==> src/rtl/bridgeCtrlPkg.sv <==
package bridgeCtrlPkg;
  localparam int BYTE_W  = 8;
  localparam int SEL_W   = 4;
  localparam int FAULT_N = 4;
  localparam int ADDR_W  = 7;
  localparam logic [ADDR_W-SEL_W-1:0] ADDR_PREFIX = 3'b110;
  localparam logic [BYTE_W-1:0] SUB_CTRL  = 8'h00;
  localparam logic [BYTE_W-1:0] SUB_FAULT = 8'h01;
  localparam int CLEAR_BIT = 7;

  typedef enum logic [3:0] {
    S_IDLE, S_ADDR, S_ADDR_ACK, S_SUB, S_SUB_ACK,
    S_WR_DATA, S_WR_ACK, S_RD_DATA, S_RD_ACK
  } busState_t;

  typedef struct packed {
    logic              loadPtr;
    logic              commitWrite;
    logic              advancePtr;
    logic [BYTE_W-1:0] rxByte;
  } ctrlStrobes_t;
endpackage

==> src/rtl/lineSync.sv <==
module lineSync #(
  parameter int STAGES = 2
) (
  input  logic clk,
  input  logic rstN,
  input  logic d,
  output logic q
);
  logic [STAGES-1:0] pipe;

  generate
    if (STAGES == 1) begin : g_single
      always_ff @(posedge clk) begin
        if (!rstN) pipe <= '1;
        else       pipe <= d;
      end
    end else begin : g_chain
      always_ff @(posedge clk) begin
        if (!rstN) pipe <= '1;
        else       pipe <= {pipe[STAGES-2:0], d};
      end
    end
  endgenerate

  assign q = pipe[STAGES-1];
endmodule

==> src/rtl/busCtrl.sv <==
module busCtrl
  import bridgeCtrlPkg::*;
#(
  parameter int SYNC_STAGES = 2
) (
  input  logic              clk,
  input  logic              rstN,
  input  logic              sclIn,
  input  logic              sdaIn,
  input  logic [SEL_W-1:0]  addrSel,
  input  logic [BYTE_W-1:0] rdByte,
  output ctrlStrobes_t      strobes,
  output logic              sdaOe
);
  localparam int CNT_W = $clog2(BYTE_W + 1);

  logic sclS, sdaS, sclD, sdaD;
  logic sclRise, sclFall, startSeen, stopSeen;
  busState_t state;
  logic [CNT_W-1:0]  bitCnt;
  logic [BYTE_W-1:0] shiftIn, txShift;
  logic readMode, hostNack, byteDone;
  logic [ADDR_W-1:0] ownAddr;

  lineSync #(.STAGES(SYNC_STAGES)) u_sclSync (.clk(clk), .rstN(rstN), .d(sclIn), .q(sclS));
  lineSync #(.STAGES(SYNC_STAGES)) u_sdaSync (.clk(clk), .rstN(rstN), .d(sdaIn), .q(sdaS));

  always_ff @(posedge clk) begin
    if (!rstN) begin
      sclD <= 1'b1;
      sdaD <= 1'b1;
    end else begin
      sclD <= sclS;
      sdaD <= sdaS;
    end
  end

  assign sclRise   = sclS & ~sclD;
  assign sclFall   = ~sclS & sclD;
  assign startSeen = sclS & sclD & sdaD & ~sdaS;
  assign stopSeen  = sclS & sclD & ~sdaD & sdaS;
  assign ownAddr   = {ADDR_PREFIX, addrSel};
  assign byteDone  = (bitCnt == CNT_W'(BYTE_W));

  // Strobes to the datapath fire on the falling SCL edge that ends a phase
  always_comb begin
    strobes        = '0;
    strobes.rxByte = shiftIn;
    if (sclFall) begin
      case (state)
        S_SUB_ACK: strobes.loadPtr = 1'b1;
        S_WR_ACK: begin
          strobes.commitWrite = 1'b1;
          strobes.advancePtr  = 1'b1;
        end
        S_RD_DATA: strobes.advancePtr = byteDone;
        default: ;
      endcase
    end
  end

  always_ff @(posedge clk) begin
    if (!rstN) begin
      state    <= S_IDLE;
      bitCnt   <= '0;
      shiftIn  <= '0;
      txShift  <= '0;
      readMode <= 1'b0;
      hostNack <= 1'b0;
      sdaOe    <= 1'b0;
    end else if (stopSeen) begin
      state <= S_IDLE;
      sdaOe <= 1'b0;
    end else if (startSeen) begin
      state  <= S_ADDR;
      bitCnt <= '0;
      sdaOe  <= 1'b0;
    end else if (sclRise) begin
      case (state)
        S_ADDR, S_SUB, S_WR_DATA:
          if (!byteDone) begin
            shiftIn <= {shiftIn[BYTE_W-2:0], sdaS};
            bitCnt  <= bitCnt + 1'b1;
          end
        S_RD_DATA: if (!byteDone) bitCnt <= bitCnt + 1'b1;
        S_RD_ACK:  hostNack <= sdaS;
        default: ;
      endcase
    end else if (sclFall) begin
      case (state)
        S_ADDR:
          if (byteDone) begin
            if (shiftIn[BYTE_W-1:1] == ownAddr) begin
              sdaOe    <= 1'b1;
              readMode <= shiftIn[0];
              state    <= S_ADDR_ACK;
            end else begin
              state <= S_IDLE;
            end
          end
        S_ADDR_ACK: begin
          bitCnt <= '0;
          if (readMode) begin
            state   <= S_RD_DATA;
            txShift <= rdByte;
            sdaOe   <= ~rdByte[BYTE_W-1];
          end else begin
            state <= S_SUB;
            sdaOe <= 1'b0;
          end
        end
        S_SUB:
          if (byteDone) begin
            sdaOe <= 1'b1;
            state <= S_SUB_ACK;
          end
        S_SUB_ACK, S_WR_ACK: begin
          sdaOe  <= 1'b0;
          bitCnt <= '0;
          state  <= S_WR_DATA;
        end
        S_WR_DATA:
          if (byteDone) begin
            sdaOe <= 1'b1;
            state <= S_WR_ACK;
          end
        S_RD_DATA:
          if (byteDone) begin
            sdaOe <= 1'b0;
            state <= S_RD_ACK;
          end else begin
            txShift <= {txShift[BYTE_W-2:0], 1'b0};
            sdaOe   <= ~txShift[BYTE_W-2];
          end
        S_RD_ACK:
          if (hostNack) begin
            state <= S_IDLE;
          end else begin
            state   <= S_RD_DATA;
            bitCnt  <= '0;
            txShift <= rdByte;
            sdaOe   <= ~rdByte[BYTE_W-1];
          end
        default: ;
      endcase
    end
  end

  // an address acknowledge only ever follows a matching address byte
  p_ack_own_addr_r1: assert property (@(posedge clk) disable iff (!rstN)
    ($rose(sdaOe) && state == S_ADDR_ACK) |-> ($past(shiftIn[BYTE_W-1:1]) == ownAddr));

  // SDA is pulled only in acknowledge or transmit phases
  p_oe_drive_phase_r9: assert property (@(posedge clk) disable iff (!rstN)
    sdaOe |-> (state inside {S_ADDR_ACK, S_SUB_ACK, S_WR_ACK, S_RD_DATA}));
endmodule

==> src/rtl/regDatapath.sv <==
module regDatapath
  import bridgeCtrlPkg::*;
(
  input  logic               clk,
  input  logic               rstN,
  input  ctrlStrobes_t       strobes,
  input  logic [FAULT_N-1:0] faultIn,
  output logic [BYTE_W-1:0]  rdByte,
  output logic [BYTE_W-1:0]  ctrlWord
);
  localparam int PAD_W = BYTE_W - FAULT_N - 1;

  logic [BYTE_W-1:0]  ptr;
  logic [FAULT_N-1:0] faultLatch;
  logic [BYTE_W-1:0]  faultWord;
  logic clearReq;

  assign clearReq  = strobes.commitWrite && (ptr == SUB_FAULT) && strobes.rxByte[CLEAR_BIT];
  assign faultWord = {{PAD_W{1'b0}}, faultLatch, |faultLatch};

  always_ff @(posedge clk) begin
    if (!rstN) begin
      ptr <= SUB_CTRL;
    end else if (strobes.loadPtr) begin
      ptr <= strobes.rxByte;
    end else if (strobes.advancePtr) begin
      ptr <= (ptr == SUB_FAULT) ? SUB_CTRL : ptr + 1'b1;
    end
  end

  always_ff @(posedge clk) begin
    if (!rstN) begin
      ctrlWord <= '0;
    end else if (strobes.commitWrite && ptr == SUB_CTRL) begin
      ctrlWord <= strobes.rxByte;
    end
  end

  always_ff @(posedge clk) begin
    if (!rstN)         faultLatch <= '0;
    else if (clearReq) faultLatch <= '0;
    else               faultLatch <= faultLatch | faultIn;
  end

  always_comb begin
    case (ptr)
      SUB_CTRL:  rdByte = ctrlWord;
      SUB_FAULT: rdByte = faultWord;
      default:   rdByte = '0;
    endcase
  end

  // control word moves only on a completed, acknowledged byte
  p_ctrl_hold_r4: assert property (@(posedge clk) disable iff (!rstN)
    !strobes.commitWrite |=> $stable(ctrlWord));

  // a status bit never drops without a clear
  p_fault_sticky_r5: assert property (@(posedge clk) disable iff (!rstN)
    !clearReq |=> ((faultLatch & $past(faultLatch)) == $past(faultLatch)));

  // an asserted fault input is captured on the next cycle
  p_fault_capture_r5: assert property (@(posedge clk) disable iff (!rstN)
    !clearReq |=> ((faultLatch & $past(faultIn)) == $past(faultIn)));
endmodule

==> src/rtl/bridgeCtrlTarget.sv <==
module bridgeCtrlTarget
  import bridgeCtrlPkg::*;
#(
  parameter int SYNC_STAGES = 2
) (
  input  logic               clk,
  input  logic               rstN,
  input  logic               sclIn,
  input  logic               sdaIn,
  output logic               sdaOe,
  input  logic [SEL_W-1:0]   addrSel,
  input  logic [FAULT_N-1:0] faultIn,
  output logic [5:0]         vSet,
  output logic               bridgeIn2,
  output logic               bridgeIn1
);
  ctrlStrobes_t strobes;
  logic [BYTE_W-1:0] rdByte, ctrlWord;

  busCtrl #(.SYNC_STAGES(SYNC_STAGES)) u_busCtrl (
    .clk(clk), .rstN(rstN), .sclIn(sclIn), .sdaIn(sdaIn), .addrSel(addrSel),
    .rdByte(rdByte), .strobes(strobes), .sdaOe(sdaOe)
  );

  regDatapath u_regDatapath (
    .clk(clk), .rstN(rstN), .strobes(strobes), .faultIn(faultIn),
    .rdByte(rdByte), .ctrlWord(ctrlWord)
  );

  assign vSet      = ctrlWord[7:2];
  assign bridgeIn2 = ctrlWord[1];
  assign bridgeIn1 = ctrlWord[0];
endmodule

==> config.mk <==
export PLATFORM = sky130hd
export DESIGN_NAME = bridgeCtrlTarget
export DESIGN_NICKNAME = d
export VERILOG_FILES = /design/src/rtl/bridgeCtrlPkg.sv /design/src/rtl/lineSync.sv /design/src/rtl/busCtrl.sv /design/src/rtl/regDatapath.sv /design/src/rtl/bridgeCtrlTarget.sv
export SDC_FILE = /design/constraint.sdc
export NUM_CORES = 1
export LEC_CHECK = 0
export BUFFER_PORTS_ARGS = -buffer_cell sky130_fd_sc_hd__clkbuf_2
export CAP_MARGIN = 20
export CORE_UTILIZATION = 35
export CTS_CLUSTER_SIZE = 12
export DETAILED_ROUTE_END_ITERATION = 7
export GPL_TIMING_DRIVEN = 1
export HOLD_SLACK_MARGIN = 0.08
export PLACE_DENSITY_LB_ADDON = 0.3
export SYNTH_ARGS = -nofsm -noshare
export SYNTH_HDL_FRONTEND = slang
export SYNTH_HIERARCHICAL = 1
export SYNTH_SLANG_ARGS = --single-unit
==> constraint.sdc <==
create_clock -name clk -period 2.55 [get_ports clk]
set_input_delay 0.255 -clock clk [delete_from_list [all_inputs] [get_ports clk]]
set_output_delay 0.255 -clock clk [all_outputs]
set_load 0.03 [all_outputs]
# Word-level counts from Yosys, hierarchy flattened
# Index checks and enable logic that the tools add are counted.
# totals
ff_bits	52
wordCells	130
# op_classes
n_reduce_logical	29
n_mux	37
bitwise_logic	19
add_sub_neg	2
n_eq_ne	28
# op_table
op	count
$mux 4	10
$pmux 4 s7	1
$reduce_and 7->1	4
$mux 8	3
$mux 7	3
$pmux 7 s3	1
$eq 4x3->1 const B	4
$pmux 8 s2	1
$ne 2x1->1 const B	7
$ne 3x1->1 const B	4
$mux 1	11
$not 1->1	11
$mux 3	3
$reduce_or 3->1	3
$add 8x1->8 const B	1
$eq 4x2->1 const B	2
$eq 4x4->1 const B	2
$eq 8x1->1 const B	1
$logic_not 8->1	1
$pmux 4 s2	1
$reduce_and 8->1	1
$reduce_bool 8->1	1
$reduce_or 2->1	4
$reduce_or 4->1	2
other kinds (20)	33

# Depth between registers and ports, before layout
# Gate-level depths: netlist (run 1).
# depth
word_depth	7
ltp_mapped	10
depth_no_buf	9

# Hierarchy
# The synthesis (run 1) kept the hierarchy.
# modules_own_cells
mod	cells_per_inst	n_inst	seq_area_each_um2	area_each_um2
busCtrl	205	1	560.5	1670.4
regDatapath	124	1	400.4	1022.2
lineSync	4	2	40.0	52.6

# Worst setup path before layout (run 1)
# No wires, ideal clock.
# synth_timing
path_kind	reg2reg
startpoint	register u_busCtrl.state[3]
endpoint	register u_regDatapath.ptr[7]
synth_period_minus_slack_ns	2.093
setup_time_ns	0.070
setup_slack_ns	0.457
stages_incl_launch_ff	10
arrival_time_ns	2.023
n_path_buf	2
t_required_ns	2.480
path_cell_list	dfxtp_1 -> nand4b_1 -> clkbuf_1 -> inv_1 -> a31o_2 -> clkbuf_1 -> o2111ai_1 -> o21a_1 -> o21ai_0 -> a21oi_1
# synth_lines
item	line_no	text
from (decl)	busCtrl.sv:19	busState_t state;
from (signal assigned)	busCtrl.sv:64	state <= S_IDLE;
from (signal assigned)	busCtrl.sv:72	state <= S_IDLE;
from (signal assigned)	busCtrl.sv:75	state <= S_ADDR;
to (signal assigned)	regDatapath.sv:25	ptr <= strobes.rxByte;
to (signal assigned)	regDatapath.sv:27	ptr <= (ptr == SUB_FAULT) ? SUB_CTRL : ptr + 1'b1;
to (decl)	regDatapath.sv:13	logic [BYTE_W-1:0] ptr;

# Worst setup path in the final report (run 1)
# layout_timing
startpoint	register u_busCtrl.bitCnt[0]
endpoint	register u_busCtrl.shiftIn[1]
# layout_via
elab_chain_cells	3
# layout_lines
item	line_no	text
from (decl)	busCtrl.sv:20	logic [CNT_W-1:0] bitCnt;
from (signal assigned)	busCtrl.sv:83	bitCnt <= bitCnt + 1'b1;
from (signal assigned)	busCtrl.sv:85	S_RD_DATA: if (!byteDone) bitCnt <= bitCnt + 1'b1;
$eq 4x4->1	busCtrl.sv:43	assign byteDone = (bitCnt == CNT_W'(BYTE_W));
$not 1->1 (no source line)	-	
$reduce_and 5->1 (no source line)	-	
to (signal assigned)	busCtrl.sv:82	shiftIn <= {shiftIn[BYTE_W-2:0], sdaS};
to (decl)	busCtrl.sv:21	logic [BYTE_W-1:0] shiftIn, txShift;
# No other way between the ends.
# A chain may end at the register's enable or synchronous reset.

==> results.json, run 1 <==
{
  "p_per_area_mw_per_mm2": 450,
  "grt_pass1_vias": 2219,
  "synthMuxAreaShare_pct": 5.05,
  "hold_viol": 0,
  "fin_cells": 456,
  "crit_type": "register to register",
  "cts_resized": 0,
  "cp.depth": 7,
  "die_area_mm2": 0.00835,
  "synth-compound-area-share_pct": 17.6,
  "grt_pass1_wl_um": 10900,
  "cpLargestDelayFamily": "simple AND/OR/NAND/NOR gates",
  "clock_path_buffers": 2,
  "vias_per_cell": 5.28,
  "initial_core_util_pct": 36.2,
  "min_path_type": "input port to register",
  "die_w_um": 91.4,
  "reg2reg_from": "u_busCtrl/bitCnt[0]",
  "synth_fp_nets": 359,
  "crit_chain": "inv_1 > ha_1 > and3b_1 > nor2_1 > and4_1 > mux2i_1 > nor2_1",
  "maxCapViolCount": 0,
  "fin_crit_ns": 2.19,
  "endpoint_kind": "register",
  "final.period_utilization_pct": 85.8,
  "syn_area_per_cell_um2": 8.30,
  "synth_xor_area_share_pct": 3.44,
  "clk_latency_ns": 0.30,
  "cts.clk_slew.worst_paths_ns": 0.09,
  "crit_buf_inv": 1,
  "crit_arrival_ns": 2.38,
  "synth_fa_ha_area_share_pct": 4.47,
  "synth.yosys.seq_area_share_pct": 37.2,
  "final_util_pct": 39.7,
  "synth_top_family_by_area": "simple AND/OR/NAND/NOR gates",
  "rows": 32,
  "cp_max_fo": 8,
  "area_delta_synth_final_pct": 9.62,
  "grt_start_max_net_pins": 23,
  "synth-simple-area-share_pct": 27.0,
  "max_freq_mhz": 457,
  "r2r_cells": 7,
  "synth.largest_area_cell": "dfxtp_1",
  "hold_ws_ns": 0.128,
  "place_congestion": 0.905,
  "worst_path_largest_cell_delay_ns": 0.56,
  "ys_seq_elements": 52,
  "finalNetCount": 375,
  "vias": 2408,
  "final_area_mm2": 0.00307,
  "fp.dieH_um": 91.4,
  "avgRoutedWirePerCell_um": 14.1,
  "rsz0062_at_grt": "false",
  "p_leak_nw": 1.12,
  "setup_viol": 0,
  "core-area_mm2": 0.00773,
  "antenna_cells": 0,
  "cts.htree.levels": 2,
  "start_kind": "register",
  "drive_gt1_share_pct": 11.6,
  "outcome": "finished, final reports clean",
  "min_path_cells": 2,
  "final_max_slew_viol_count": 0,
  "netlist_area_mm2": 0.00280,
  "placed_cells": 448,
  "worstPathRequired_ns": 2.74,
  "yosysWarnings": 6,
  "postSynthCellCount": 337,
  "fillers": 791,
  "synth-edff-count": 0,
  "whs_endpoint": "u_busCtrl/u_sdaSync/pipe[0]",
  "fin_tns_setup_ns": 0,
  "cts_made_buffers": 5,
  "tightest_slew_ns": 0.520,
  "synth_ff_type": "dfxtp_1",
  "rrSetupSlack_ns": 0.36,
  "clock_skew_ns": 0.0117,
  "slowest_stage": "and4_1",
  "antenna_found_initial": 0,
  "r2r_end": "u_busCtrl/shiftIn[1]",
  "io_buffers": 20,
  "gr-usage-all-layers_pct": 16.1,
  "ant_nets": 0,
  "cp_common_cell": "nor2_1",
  "io_pins": 21,
  "cts_hold_buf": 0,
  "synthArstFlopShare_pct": 0,
  "min_from": "sdaIn",
  "cts_root_buffer": "clkbuf_8",
  "postCtsSetupRepairBufs": 0,
  "grt_overflow": 0,
  "synth_area_leaders": "dfxtp_1, nor2_1, nand2_1",
  "drtIter0Drc": 105,
  "drc": 0,
  "slew_headroom_pct": 65.3,
  "routed_wl_um": 6450,
  "ir_worst_vdd_v": 0.000254,
  "synth_top_area_share_pct": 37.2,
  "tritoncts": "yes",
  "firstDrtPassIters": 4,
  "synth_cell_types": 59,
  "cts_num_sinks": 52,
  "hpwl_um": 4720,
  "placed_cell_area_mm2": 0.00298
}
-- cell families (layout without fill, tap and decap cells) --
group | after synthesis | count (layout)
and+or+nand+nor | 148 | 148
adders and majority gates | 10 | 10
DFF | 52 | 52
buffers and inverters | 31 | 48
AOI/OAI and AO/OA | 71 | 71
xor gates and xnor gates | 11 | 11
muxes | 14 | 14
-- placed cells by master, fill, tap and decap left out, drive strengths merged, types with 2 or more instances in the layout --
cell type / instances
a21oi: 21
a221oi: 2
a22o: 4
a311oi: 6
and2: 4
and3: 5
and3b: 2
buf: 7
clkbuf: 26
clkinv: 2
dfxtp: 52
ha: 10
inv: 13
mux2i: 13
nand2: 38
nand2b: 11
nand3: 19
nand3b: 3
nand4: 3
nand4b: 4
nor2: 39
nor2b: 3
nor3: 8
nor3b: 2
nor4: 2
o2111ai: 2
o211a: 2
o21ai: 12
o22ai: 4
o31ai: 2
xnor2: 6
xor2: 5
-- cell usage after synthesis (all sizes together), types with 2 or more instances --
| cell | n |
|---|---|
| a21oi | 21 |
| a221oi | 2 |
| a22o | 4 |
| a311oi | 6 |
| and2 | 4 |
| and3 | 5 |
| and3b | 2 |
| buf | 7 |
| clkbuf | 11 |
| dfxtp | 52 |
| ha | 10 |
| inv | 12 |
| mux2i | 13 |
| nand2 | 38 |
| nand2b | 11 |
| nand3 | 19 |
| nand3b | 3 |
| nand4 | 3 |
| nand4b | 4 |
| nor2 | 39 |
| nor2b | 3 |
| nor3 | 8 |
| nor3b | 2 |
| nor4 | 2 |
| o2111ai | 2 |
| o211a | 2 |
| o21ai | 12 |
| o22ai | 4 |
| o31ai | 2 |
| xnor2 | 6 |
| xor2 | 5 |
-- sequential cells by signal, summed over array words and instances (netlist names) --
name and cells:
u_busCtrl/state 4, u_busCtrl/u_sclSync/pipe 2, u_busCtrl/bitCnt 4, u_busCtrl/shiftIn 8, u_busCtrl/u_sdaSync/pipe 2, u_busCtrl/sdaD 1
u_busCtrl/sdaOe 1, u_busCtrl/txShift 7, u_busCtrl/sclD 1, u_busCtrl/hostNack 1, u_regDatapath/ctrlWord 8, u_busCtrl/readMode 1
u_regDatapath/faultLatch 4, u_regDatapath/ptr 8
-- worst max-delay path by stage --
stage | from | to | slack [ns]
6_report | u_busCtrl/bitCnt[0] | u_busCtrl/shiftIn[1] | 0.36
5_1_grt | u_busCtrl/bitCnt[0] | u_busCtrl/shiftIn[1] | 0.14
4_1_cts | u_busCtrl/bitCnt[0] | u_busCtrl/shiftIn[3] | 0.36
3_5_place_dp | u_busCtrl/bitCnt[0] | u_busCtrl/shiftIn[3] | 0.36
3_3_place_gp | u_busCtrl/bitCnt[0] | u_busCtrl/shiftIn[3] | 0.41
2_1_floorplan | u_busCtrl/state[3] | u_regDatapath/ptr[7] | 0.46
-- layout make-up --
cell class,instances,area [um^2],share of cell area [%]
clock buffer,6,72.6,2.37
clock inverter,2,13.8,0.449
inverter,13,48.8,1.59
multi-input combinational,254,1610,52.5
sequential,52,1040,33.9
tap,102,128,4.16
timing repair buffer,27,153,4.98
-- report_power, final --
group	total [mW]	switching (mW)	internal, mW
logic	0.0792	0.0483	0.0309
clock network	0.471	0.275	0.196
registers	0.831	0.00978	0.821
-- per-layer routing --
metal | wire length (um) | track usage [%] | vias to the layer above
met2 | 2940 | 26.0 | 38
met4 | 109 | 5.42 | 0
met3 | 181 | 2.35 | 9
li1 | - | - | 1225
met5 | 0 | 0 | -
met1 | 3220 | 21.8 | 1136
-- through the flow --
stage	setup WS [ns]	total power, mW
after global placement	0.414	0.928
after detailed placement	0.364	0.929
final	0.361	1.38
after CTS	0.362	1.40
after global routing	0.139	1.44
after floorplan	0.457	0.899
Power figures use the tool's default switching activity.
==> inputs of run 2 (changes only) <==
- ABC_AREA: unset -> 1
- PLACE_DENSITY: unset -> 0.56
- PLACE_DENSITY_LB_ADDON: 0.3 -> unset
- clock period: 2.55 -> 2.3 ns (I/O delays scaled with it)
==> run 2 against run 1 <==
Compared with the run above:
- sequential power is 11% higher
- critical path type unchanged
- utilization is 0.34 points higher
- die area is 7.1% higher
- final area is 7.8% higher
- routed wire length is 7.8% higher
==> results.json, run 2 <==
{
  "outcome": "finished, final reports clean",
  "drtIter0Drc": 111,
  "endpoint_kind": "register",
  "routed_wl_um": 6950,
  "ys_seq_elements": 52,
  "vias": 2760,
  "synth_top_area_share_pct": 34.7,
  "syn_area_per_cell_um2": 6.90,
  "synth.yosys.seq_area_share_pct": 34.7,
  "postCtsSetupRepairBufs": 0,
  "p_leak_nw": 1.41,
  "die_area_mm2": 0.00895,
  "rsz0062_at_grt": "false",
  "yosysWarnings": 6,
  "worstPathRequired_ns": 2.52,
  "fin_tns_setup_ns": 0,
  "antenna_found_initial": 0,
  "reg_top3": "u_busCtrl/shiftIn: 8 flops, u_regDatapath/ctrlWord: 8 flops, u_regDatapath/ptr: 8 flops",
  "tightest_slew_ns": 0.543,
  "setup_viol": 0,
  "synth_ff_type": "dfxtp_1",
  "max_freq_mhz": 525,
  "synth.most_common_cell": "nand2_1",
  "cp_max_fo": 14,
  "slew_headroom_pct": 63.8,
  "final_common_cell": "nand2_1",
  "vias_per_cell": 4.88,
  "min_path_type": "input port to register",
  "synth.largest_area_cell": "dfxtp_1",
  "synth_area_leaders": "dfxtp_1, nand2_1, nor2_1",
  "core-area_mm2": 0.00826,
  "rows": 33,
  "cts_made_buffers": 5,
  "clock_skew_ns": 0.0135,
  "p_per_area_mw_per_mm2": 475,
  "fp.dieH_um": 94.6,
  "netlist_area_mm2": 0.00300,
  "die_w_um": 94.6,
  "met2_length_um": 3090,
  "clk_latency_ns": 0.32,
  "clock_path_buffers": 2,
  "grt_pass1_wl_um": 11900,
  "cts_root_buffer": "clkbuf_8",
  "synth_cell_types": 34,
  "top_layer": "met4",
  "drive_gt1_share_pct": 15.0,
  "m1WireLength_um": 3530,
  "hpwl_um": 5200,
  "place_congestion": 0.857,
  "firstDrtPassIters": 4,
  "postSynthCellCount": 435,
  "rrSetupSlack_ns": 0.40,
  "avgRoutedWirePerCell_um": 12.3,
  "crit_type": "register to register",
  "grt_start_max_net_pins": 37,
  "maxCapViolCount": 0,
  "crit_arrival_ns": 2.12,
  "synthArstFlopShare_pct": 0,
  "final.period_utilization_pct": 82.8,
  "start_kind": "register",
  "route.met3.wl_um": 252,
  "synth-edff-count": 0,
  "io_pins": 21,
  "ant_nets": 0,
  "cts_resized": 0,
  "mostFrequentLayoutCells": "nand2_1, nor2_1, dfxtp_1",
  "initial_core_util_pct": 36.3,
  "synth_common_cells": "nand2_1, nor2_1, dfxtp_1",
  "io_buffers": 20,
  "drc": 0,
  "area_delta_synth_final_pct": 10.1,
  "synth_fp_nets": 457,
  "cts_num_sinks": 52,
  "finalNetCount": 481,
  "cts.htree.levels": 2,
  "antenna_cells": 0,
  "hold_viol": 0,
  "final_max_slew_viol_count": 0,
  "final_util_pct": 40.0,
  "grt_pass1_vias": 2480,
  "tritoncts": "yes",
  "fin_crit_ns": 1.90,
  "cts.clk_slew.worst_paths_ns": 0.10,
  "grt_overflow": 0,
  "gr-usage-all-layers_pct": 16.9,
  "ir_worst_vdd_v": 0.000278
}
## run 2: changes by cell type after synthesis, sizes merged, moves of 5 or more
cell	previous run	this run
a311oi	6	0
nor2	39	77
and3	5	0
nand3	19	27
a21oi	21	36
xnor2	6	1
nand2b	11	0
o21ai	12	30
mux2i	13	0
nand2	38	97
a22oi	0	8
clkbuf	11	2
nand4	3	16
inv	12	59
## run 2: worst paths after layout
kind         cells past startpoint                     endpoint                   startpoint
min reg2reg                      2  u_busCtrl/u_sdaSync/pipe[1]  u_busCtrl/u_sdaSync/pipe[0]
max reg2reg                      9         u_busCtrl/txShift[4]  u_busCtrl/u_sclSync/pipe[1]
max                              9         u_busCtrl/txShift[4]  u_busCtrl/u_sclSync/pipe[1]
min                              3  u_busCtrl/u_sdaSync/pipe[0]                        sdaIn
## run 2: logic make-up (layout without fill, tap and decap cells)
group           after synthesis  count (layout)  synth area share (%)
compound gates               78              78                  14.8
xor+xnor                      3               3                 0.876
fa+ha+maj                    10              10                  4.17
buf+inv                      67              92                  9.55
flops                        52              52                  34.7
simple gates                225             225                  35.9
## run 2: power breakdown
part / switching, mW / internal, mW
logic: 0.0566 / 0.0328
registers: 0.00934 / 0.911
clock network: 0.338 / 0.222
total: 0.404 / 1.17
## run 2: what timing repair did
action	in CTS	in global routing
hold buffers	1	0
endpoints found under the setup margin	0	0
hold endpoints to repair	1	0
## run 2: final cells by class
type / count / area [um^2]
clock inverter: 3 / 26.3
fill: 900 / 4950
tap: 105 / 131
inverter: 59 / 224
timing repair buffer: 25 / 140
clock buffer: 5 / 68.8
multi-input combinational: 316 / 1670
sequential: 52 / 1040
## run 2: worst max-delay path, cell delays in order, from the launching register on
cell	delay, ns
dfxtp_1	0.36
inv_1	0.11
ha_1	0.20
inv_1	0.09
nor2_1	0.17
nand4_1	0.15
nor2_2	0.45
nand4_1	0.16
nand2_1	0.09
nor2_1	0.04
## run 2: per-layer routing
layer  vias to the layer above  GRT usage (%)
met5                         -              0
met3                         7           3.30
met1                      1248           23.0
li1                       1454              -
met4                         0           5.43
met2                        51           26.7
## run 2: stage by stage
step	setup slack [ns]	instance area [um^2]	std cells	power [mW]	hold WS, ns
2_1_floorplan	0.645	3000	435	1.00	0.299
3_3_place_gp	0.430	3200	556	1.03	0.387
3_5_place_dp	0.401	3200	556	1.03	0.394
4_1_cts	0.401	3310	565	1.59	0.0820
5_1_grt	0.194	3310	565	1.65	0.0815
6_report	0.396	3310	565	1.57	0.0863
==> inputs of run 3 (changes only) <==
- ABC_AREA: 1 -> 0
- PLACE_DENSITY: 0.56 -> 0.58
- clock period: 2.3 -> 1.6 ns (I/O delays scaled with it)
==> run 3 against run 2 <==
Compared with the run above:
- the run now ends with setup timing left
- sequential power rose by 43%
- register-to-register slack worse by 0.58 ns
- cell count is 4.4% lower
- sequential cell count is the same
- critical path depth fell by 2
- fmax rose by 6.6%
- clock power rose by 43%
- sequential share of layout area is 6.0 points lower
- final area increased by 26%
- routed wire length rose by 18%
- largest cell class unchanged
==> results.json, run 3 (synthesized netlist as in run 1, its figures left out) <==
{
  "grt_pass1_vias": 2613,
  "min_path_cells": 3,
  "multi_input_area_mm2": 0.00194,
  "route.met3.wl_um": 264,
  "slew_headroom_pct": 75.2,
  "grt_pass1_wl_um": 12700,
  "endpoint_kind": "register",
  "top_layer": "met4",
  "final_common_cell": "buf_4",
  "clock_skew_ns": 0.00650,
  "slowest_stage": "dfxtp_2",
  "hold_viol": 0,
  "die_w_um": 91.4,
  "placed_cell_area_mm2": 0.00353,
  "crit_type": "register to register",
  "cp.depth": 7,
  "cpLargestDelayFamily": "compound AO/OA/AOI/OAI gates",
  "finalNetCount": 459,
  "final.period_utilization_pct": 112,
  "min_path_type": "input port to register",
  "routed_wl_um": 8180,
  "clock_path_buffers": 2,
  "drc": 0,
  "hpwl_um": 5570,
  "cts_made_buffers": 5,
  "setup_viol": 30,
  "die_area_mm2": 0.00835,
  "worst_path_largest_cell_delay_ns": 0.35,
  "cp_max_fo": 6,
  "placed_cells": 509,
  "reg_top3": "u_busCtrl/shiftIn: 8 flops, u_regDatapath/ctrlWord: 8 flops, u_regDatapath/ptr: 8 flops",
  "ant_nets": 0,
  "final_util_pct": 53.9,
  "drive_gt1_share_pct": 42.5,
  "outcome": "finished with violations",
  "fin_tns_setup_ns": -2.94,
  "p_per_area_mw_per_mm2": 559,
  "vias_per_cell": 5.31,
  "grt_start_max_net_pins": 23,
  "setup_ws_ns": -0.187,
  "area_delta_synth_final_pct": 48.9,
  "cts.htree.levels": 2,
  "initial_core_util_pct": 36.2,
  "crit_chain": "inv_2 > ha_4 > and3b_2 > a31o_4 > buf_6 > and3_4 > o311a_1",
  "firstDrtPassIters": 5,
  "worstPathRequired_ns": 1.80,
  "cts.clk_slew.worst_paths_ns": 0.10,
  "crit_buf_inv": 2,
  "seq_area_mm2": 0.00106,
  "ir_worst_vdd_v": 0.000407,
  "rows": 32,
  "p_leak_nw": 1.61,
  "r2r_cells": 7,
  "mostFrequentLayoutCells": "buf_4, dfxtp_1, nand2_1",
  "maxCapViolCount": 0,
  "max_freq_mhz": 560,
  "grt_overflow": 0,
  "violations": "setup timing",
  "hold_ws_ns": 0.0904,
  "crit_arrival_ns": 1.99,
  "clk_latency_ns": 0.31,
  "cts_root_buffer": "clkbuf_8",
  "place_congestion": 0.816,
  "drtIter0Drc": 202,
  "final_area_mm2": 0.00417,
  "gr-usage-all-layers_pct": 19.0,
  "met2_length_um": 4040,
  "rsz0062_at_grt": "true",
  "io_pins": 21,
  "fin_cells": 540,
  "tritoncts": "yes",
  "fin_crit_ns": 1.79,
  "m1WireLength_um": 3810,
  "fp.dieH_um": 91.4,
  "antenna_cells": 0,
  "avgRoutedWirePerCell_um": 15.1,
  "tightest_slew_ns": 0.367,
  "vias": 2868,
  "start_kind": "register",
  "io_buffers": 20,
  "final_max_slew_viol_count": 0,
  "cts_num_sinks": 52,
  "core-area_mm2": 0.00773,
  "antenna_found_initial": 0,
  "fillers": 685
}
run 3: worst min-delay path: cells and delay by family:
family,cells,cell delay (ns)
buffers and inverters,1,0.08
and+or+nand+nor,2,0.12
run 3: area by class of cell:
type	instances	area share (%)
clock buffer	5	1.65
multi-input combinational	254	46.5
timing repair buffer	111	21.4
tap	102	3.06
sequential	52	25.5
inverter	13	1.17
clock inverter	3	0.661
run 3: path summary, 6_finish.rpt:
path | start | endpoint | slack [ns]
setup / recovery | u_busCtrl/bitCnt[0] | u_regDatapath/ptr[0] | -0.19
hold / removal | faultIn[3] | u_regDatapath/faultLatch[3] | 0.09
setup reg to reg | u_busCtrl/bitCnt[0] | u_regDatapath/ptr[0] | -0.19
hold reg to reg | u_busCtrl/u_sdaSync/pipe[0] | u_busCtrl/u_sdaSync/pipe[1] | 0.41
run 3: report_power, final:
group	total [mW]	internal [mW]	switching (mW)
Clock	0.803	0.322	0.481
Combinational	0.208	0.0995	0.108
Sequential	1.32	1.30	0.0146
run 3: what timing repair did:
action / 4_1_cts / 5_1_grt
endpoints found under the setup margin: 34 / 45
setup buffers: 8 / 10
hold buffers: 5 / 0
pin swaps: 19 / 33
resized for setup: 27 / 58
cloned: 0 / 1
hold endpoints to repair: 5 / 0
run 3: metal layers:
metal | global-route usage [%] | vias up
met3 | 2.60 | 6
li1 | - | 1400
met4 | 5.95 | 0
met5 | 0 | -
met2 | 31.1 | 61
met1 | 25.7 | 1401
run 3: per-stage QoR:
stage | total power [mW] | worst slack [ns]
CTS | 2.34 | -0.134
global placement | 1.52 | -0.170
detailed placement | 1.52 | -0.194
global route | 2.43 | -0.249
floorplan | 1.44 | -0.149
finish | 2.33 | -0.187
